===== src/rtl/store_queue_search.sv =====
`timescale 1ns/1ps
module store_queue_search #(
  parameter int ADDR_W = 32,
  parameter int DATA_W = 32,
  parameter int DEPTH  = 4,
  parameter int OFS_W  = 2
) (
  input  logic              clk,
  input  logic              rst_n,
  input  logic              st_valid,
  output logic              st_ready,
  input  logic [ADDR_W-1:0] st_addr,
  input  logic [DATA_W-1:0] st_data,
  output logic              dr_valid,
  input  logic              dr_ready,
  output logic [ADDR_W-1:0] dr_addr,
  output logic [DATA_W-1:0] dr_data,
  input  logic [ADDR_W-1:0] lk_addr,
  output logic              lk_hit,
  output logic [DATA_W-1:0] lk_data
);
  localparam int PTR_W = $clog2(DEPTH);

  logic [ADDR_W-1:0] addr_q [DEPTH];
  logic [DATA_W-1:0] data_q [DEPTH];
  logic [DEPTH-1:0]  vld_q;
  logic [PTR_W:0]    wr_ptr, rd_ptr, occ;
  logic [PTR_W-1:0]  wr_idx, rd_idx;
  logic              full, empty, do_enq, do_deq;
  logic [DEPTH-1:0]  hit_vec;
  logic              lk_ofs_unused;

  assign wr_idx   = wr_ptr[PTR_W-1:0];
  assign rd_idx   = rd_ptr[PTR_W-1:0];
  assign occ      = wr_ptr - rd_ptr;
  assign empty    = (wr_ptr == rd_ptr);
  assign full     = (wr_ptr[PTR_W] != rd_ptr[PTR_W]) && (wr_idx == rd_idx);
  assign dr_valid = !empty;
  assign st_ready = !full || dr_ready;
  assign do_enq   = st_valid && st_ready;
  assign do_deq   = dr_valid && dr_ready;
  assign dr_addr  = addr_q[rd_idx];
  assign dr_data  = data_q[rd_idx];
  assign lk_ofs_unused = ^lk_addr[OFS_W-1:0];

  always_ff @(posedge clk) begin
    if (!rst_n) begin
      wr_ptr <= '0;
      rd_ptr <= '0;
      vld_q  <= '0;
    end else begin
      if (do_deq) begin
        vld_q[rd_idx] <= 1'b0;
        rd_ptr        <= rd_ptr + 1'b1;
      end
      if (do_enq) begin
        vld_q[wr_idx] <= 1'b1;
        wr_ptr        <= wr_ptr + 1'b1;
      end
    end
  end

  always_ff @(posedge clk) begin
    if (do_enq) begin
      addr_q[wr_idx] <= st_addr;
      data_q[wr_idx] <= st_data;
    end
  end

  for (genvar g = 0; g < DEPTH; g++) begin : g_cmp
    assign hit_vec[g] = vld_q[g] &&
                        (addr_q[g][ADDR_W-1:OFS_W] == lk_addr[ADDR_W-1:OFS_W]);
  end

  always_comb begin
    logic [PTR_W-1:0] idx;
    lk_hit  = 1'b0;
    lk_data = '0;
    for (int k = 0; k < DEPTH; k++) begin
      idx = rd_idx + PTR_W'(k);
      if (hit_vec[idx]) begin
        lk_hit  = 1'b1;
        lk_data = data_q[idx];
      end
    end
  end

  AST_VALID_EQ_OCC: assert property (@(posedge clk) disable iff (!rst_n)
    $countones(vld_q) == int'(occ));
  AST_REFUSED_NO_WRITE: assert property (@(posedge clk) disable iff (!rst_n)
    st_valid && !st_ready |=> $stable(wr_ptr) && $stable(vld_q));
  AST_HEAD_HELD: assert property (@(posedge clk) disable iff (!rst_n)
    dr_valid && !dr_ready |=> dr_valid && $stable(dr_addr) && $stable(dr_data));
  AST_SWAP_KEEPS_OCC: assert property (@(posedge clk) disable iff (!rst_n)
    do_enq && do_deq |=> occ == $past(occ));
  AST_NO_HIT_EMPTY: assert property (@(posedge clk) disable iff (!rst_n)
    lk_hit |-> dr_valid);
endmodule


===== config.mk =====
export PLATFORM = sky130hd
export DESIGN_NAME = store_queue_search
export DESIGN_NICKNAME = d
export VERILOG_FILES = /design/src/rtl/store_queue_search.sv
export SDC_FILE = /design/constraint.sdc
export NUM_CORES = 1
export LEC_CHECK = 0
export CAP_MARGIN = 10
export CORE_MARGIN = 5
export CORE_UTILIZATION = 35
export CTS_CLUSTER_DIAMETER = 150
export DETAILED_ROUTE_END_ITERATION = 8
export DONT_BUFFER_PORTS = 1
export GPL_ROUTABILITY_DRIVEN = 0
export PLACE_DENSITY = 0.52
export SLEW_MARGIN = 40
export SYNTH_ARGS = -nofsm -noshare
export SYNTH_HDL_FRONTEND = slang
export SYNTH_SLANG_ARGS = --single-unit
export TNS_END_PERCENT = 20

===== constraint.sdc =====
create_clock -name clk -period 4.4 [get_ports clk]
set_clock_uncertainty 0.1 [all_clocks]
set_input_delay 0.88 -clock clk [delete_from_list [all_inputs] [get_ports clk]]
set_output_delay 0.88 -clock clk [all_outputs]
set_load 0.01 [all_outputs]

### Word-level counts from Yosys, hierarchy flattened

Memories as Yosys holds them, arrays and structs flattened. A register that Yosys moved wholly into a read port is not among the register bits.
Cells that the tools add are included.

| operators by class | value |
|---|---|
| add/subtract/negate cells | 5 |
| $mul | 0 |
| divide/modulo/power cells | 0 |
| order comparisons | 7 |
| equal/unequal tests | 7 |
| shift-type cells | 0 |
| multiplexer cells | 29 |
| bitwise logic cells | 3 |
| reduce and logical (&&, ||, !) cells | 12 |

Operators with widths:

| kind | count |
|---|---|
| $mux W32 | 4 |
| $eq A30 B30 Y1 | 4 |
| $lt A2 B3 Y1 const B | 5 |
| $mux W1 | 12 |
| $mux W4 | 3 |
| $logic_and A1 B1 Y1 | 9 |
| $bmux W1 S2 | 4 |
| $mux W2 | 4 |
| $add A3 B1 Y3 const B | 2 |
| $add A2 B2 Y2 const B | 2 |
| $and A4 B4 Y4 | 1 |
| $demux W1 S2 | 2 |
| $ge A2 B1 Y1 const B | 2 |
| $not A4 Y4 | 1 |
| $or A4 B4 Y4 | 1 |
| $eq A3 B3 Y1 | 1 |
| $add A2 B1 Y2 const B | 1 |
| $eq A2 B2 Y1 | 1 |
| $logic_not A1 Y1 | 2 |
| $logic_or A1 B1 Y1 | 1 |
| $ne A1 B1 Y1 | 1 |

| word-level totals | value |
|---|---|
| register bits after elaboration | 10 |
| latch bits | 0 |
| RAM bits | 256 |
| memory bits (read-only) | 0 |
| output and inout port bits | 99 |
| logic and storage cells | 68 |
| memories | 2 |

Memories:

| name | words | width | rd ports | clocked after memory_dff | write ports | line | text |
|---|---|---|---|---|---|---|---|
| addr_q | 4 | 32 | 5 | 1 | 1 | 24 | `logic [ADDR_W-1:0] addr_q [DEPTH];` |
| data_q | 4 | 32 | 4 | 1 | 1 | 25 | `logic [DATA_W-1:0] data_q [DEPTH];` |

### Depth between registers and ports, before layout

Gate-level depths: netlist (run 1).

| logic depth | value |
|---|---|
| word-level depth | 10 |
| gate-level depth with buffers | 11 |
| mapped depth without buffers | 7 |

### Worst setup path before layout (run 1)

OpenSTA, ideal clock, no wires.

| timing | value |
|---|---|
| path type | in2out |
| start | in lk_addr[9] |
| end | out lk_data[0] |
| arrival time | 2.692 ns |
| slack | 0.728 ns |
| stages on the path | 9 |
| cell sequence | buf_2 > xnor2_1 > nand4_1 > nor4_4 > nand2_2 > o2111ai_4 > buf_6 > nor3b_1 > o32a_1 |

| on the way | value |
|---|---|
| word-level cells in the longest chain between the ends | 8 |

Ends and longest elaborated chain:

| what | line | text |
|---|---|---|
| start: declaration | 18 | `input logic [ADDR_W-1:0] lk_addr,` |
| $eq A30 B30 Y1 | 72 | `(addr_q[g][ADDR_W-1:OFS_W] == lk_addr[ADDR_W-1:OFS_W]);` |
| $logic_and A1 B1 Y1 | 71 | `assign hit_vec[g] = vld_q[g] &&` |
| $bmux W1 S2 | 81 | `if (hit_vec[idx]) begin` |
| $mux W1 (implied by the code) | 81 |  |
| $mux W32 (3 in a row) | 81 |  |
| $mux W32 * | 81 |  |
| end: declaration | 20 | `output logic [DATA_W-1:0] lk_data` |

Every way passes the cells marked *; elsewhere a longest branch is shown, timed or not. The select of a mux whose other input is x is not followed.

==> metrics.md, run 1 <==
| Metric | Value |
|---|---|
| Boundary pin count | 199 |
| Reg2Reg Launch Point | rd_ptr[1] |
| Critical Path Fanout Max | 64 |
| Minimum clock period | 4.192 ns |
| Cell types with the largest area share after synthesis | edfxtp_1 (51%), mux4_2 (24%), xnor2_1 (7.3%) |
| Total placed cells including tap cells | 1467 |
| Aggregate global-route resource usage | 16.86% |
| Nature of the critical path startpoint | flip-flop |
| Maximum buffer depth of the clock tree | 3 |
| Crit path required time | 3.42 ns |
| Total power after layout | 7.541 mW |
| Crit path capture type | output port |
| Chip height | 218.0 um |
| Sinks on the clock net | 268 |
| Drc violations | 0 |
| Number of non-filler instances in the completed layout | 1524 |
| Clock latency at the later pin of the worst-skew pair | 0.57 ns |
| CTS clk-pin slew, worst paths | 0.06 ns |
| Most frequently used cell type in the post-synthesis netlist | edfxtp_1 |
| Hold-fix buffers at CTS | 0 |
| Global-route wire length before repair | 60440 um |
| Post-synthesis sequential area ratio | 52.33% |
| Root buffer cell | clkbuf_16 |
| Worst path max stage delay | 0.43 ns |
| Total number of nets in the final design | 1024 |
| Area added between synthesis and finish | 11.79% |
| Final WL | 40550 um |
| Clock tree from TritonCTS | yes |
| Transition time at the pin with the least slew margin | 0.7371 ns |
| Input/output buffers | 0 |
| CP cell instances | xnor2_1 > nand4_1 > nor4_4 > nand2_1 > o2111ai_4 > buf_12 > and2_1 > o32a_1 |
| Most area-hungry cell type in the Yosys netlist | edfxtp_1 |
| Syn Area/Cell | 15.90 um2 |
| Cell type of the slowest stage on the worst timing path | nor4_4 |
| Core region area | 0.04298 mm2 |
| H-tree depth | 1 |
| Number of cells on the worst reg-to-reg path | 5 |
| Yosys top cell area share | 50.75% |
| Via count of the first global-routing pass | 9019 |
| Number of antenna violations at the first check in global routing | 0 |
| Max-Cap Viols | 0 |
| Final-report hold violation count | 0 |
| Number of CTS-inserted buffers | 31 |
| Status | completed |
| Worst Setup Path Type | flip-flop to output port |
| Number of enable flip-flop cells after synthesis | 256 |
| Post-Synthesis Cells | 953 |
| Final TNS setup | 0 ns |
| Cell variety after synth | 33 |
| Number of buffers inserted by post-CTS setup repair | 0 |
| Internal reg-to-reg setup slack | 1.57 ns |
| Worst hold slack after final layout | 0.3060 ns |
| Signal arrival time at the worst endpoint | 3.21 ns |
| Resized Gates After CTS | 0 |
| Maximum number of pins on one net before global-route repair | 107 |
| Full die area | 0.04754 mm2 |
| Final setup violation count | 0 |
| Post-DP HPWL | 26390 um |
| Mean routed wirelength per cell | 26.61 um |
| Worst-case headroom to the max-slew limit | 50.86% |
| Worst reg2reg endpoint | data_q[0][30] |
| Hold Crit Class | primary input to flip-flop |
| Leakage power summed over all cells | 5.033 nW |
| Final number of max-transition violations | 0 |
| Family with the most delay on the worst path | simple AND/OR/NAND/NOR gates |
| Count of synthesis-stage warnings from yosys | 0 |
| Iteration-0 DRC Markers | 571 |
| Antenna-violating nets left | 0 |
| Number of rows created at floorplan | 76 |
| Hold Path Sink | addr_q[3][17] |
| Flip-flop and latch count after synthesis | 268 |
| Power per unit of standard cell area | 445.3 mW/mm2 |
| Pre-Repair DR Iteration Count | 4 |
| Setup repair after global routing missed its margin | false |
| Max frequency | 0.2385 GHz |
| Critical hold path startpoint | st_addr[17] |
| Worst vdd ir | 0.0003412 V |
| Starting density of the core | 35.24% |
| Main synth FF type | edfxtp_1 |
| Area of the mapped netlist | 0.01515 mm2 |
| Total via count in the routed design | 8485 |
| Die outline width | 218.0 um |
| Diodes inserted | 0 |
| Via density | 5.568 |
| Fin crit share | 95.27% |
| Share of layout cells above drive strength 1 | 26.73% |
| List of most frequent post-synthesis cells | edfxtp_1 (256), mux4_2 (160), xnor2_1 (127) |
| Fraction of registers with async set or reset after synthesis | 0% |
| Instance count along the most critical hold path | 0 |
| Final global-route overflow total | 0 |
| Critical path buffer and inverter count | 1 |
| Net count after synthesis | 1061 |
power by group:
group	internal [mW]	switching [mW]	total [mW]
combinational	0.946	0.860	1.81
sequential	2.94	0.120	3.06
clock	1.67	1.00	2.68
total	5.56	1.98	7.54
routing by layer:
| layer | track usage [%] | vias to the layer above | part of all wire [%] |
|---|---|---|---|
| met4 | 3.119 | 0 | 1.5 |
| met5 | 0 | - | 0 |
| li1 | - | 3709 | - |
| met2 | 30.02 | 256 | 52 |
| met1 | 19.73 | 4480 | 37 |
| met3 | 6.289 | 40 | 9.8 |
cells in the final DEF (no fill, tap or decap), types with 6 or more instances in the layout:
cell / instances
buf_12: 14
a21oi_1: 33
xnor2_1: 127
nand4_1: 29
mux4_2: 160
nor2_1: 7
ha_1: 7
nor3b_1: 32
clkbuf_16: 31
o32a_1: 32
nand2_1: 8
dfxtp_1: 8
nand3_1: 19
edfxtp_1: 256
and2_1: 70
buf_4: 7
clkbuf_8: 6
inv_1: 39
stage by stage:
step | setup slack, ns | utilization [%] | area (um2)
final | 0.2080 | 39.40 | 16930
after CTS | 0.07396 | 39.33 | 16910
after global placement | 0.1944 | 36.74 | 15790
after floorplan | 0.7284 | - | 15150
after detailed placement | 0.2251 | 36.83 | 15830
after global routing | 0.02524 | 39.40 | 16930
kinds of logic (layout without fill, tap and decap cells):
group	after synthesis	count (layout)	share of synthesized area (%)
DFF	268	268	52.33
and+or+nand+nor	181	181	7.896
muxes	161	161	23.85
buffers and inverters	132	118	3.981
xor gates and xnor gates	127	127	7.343
AOI/OAI and AO/OA	76	76	3.932
adders and majority gates	8	8	0.6608
sequential cells by signal, indices dropped and copies added (netlist names), named ones only:
register,flops
rd_ptr,3
data_q,128
vld_q,4
addr_q,128
wr_ptr,3
cell type report:
class / count / area, um2
inverters: 40 / 151.4
multi-input cells: 553 / 6675
well taps: 585 / 732.0
flip-flops and latches: 268 / 7940
clock buffers: 42 / 877.1
clock inverters: 14 / 197.7
repair buffers: 22 / 360.3
fillers: 3997 / 26050
worst max-delay path by stage:
stage	cells past startpoint	slack [ns]	start	endpoint
after floorplan	9	0.73	lk_addr[9]	lk_data[0]
after global placement	8	0.19	lk_addr[31]	lk_data[31]
after detailed placement	8	0.23	lk_addr[9]	lk_data[20]
after CTS	8	0.07	addr_q[2][9]	lk_data[31]
after global routing	8	0.03	addr_q[0][17]	lk_data[27]
final	8	0.21	addr_q[0][17]	lk_data[4]
Note: power is estimated with default switching activity, not from simulation.
==> run 2, diff against run 1 <==
Settings changed: CAP_MARGIN 10 to not set, TNS_END_PERCENT 20 to 10.
==> results of run 2 <==
Same layout as run 1: the final DEF is identical, and so are final timing and power.
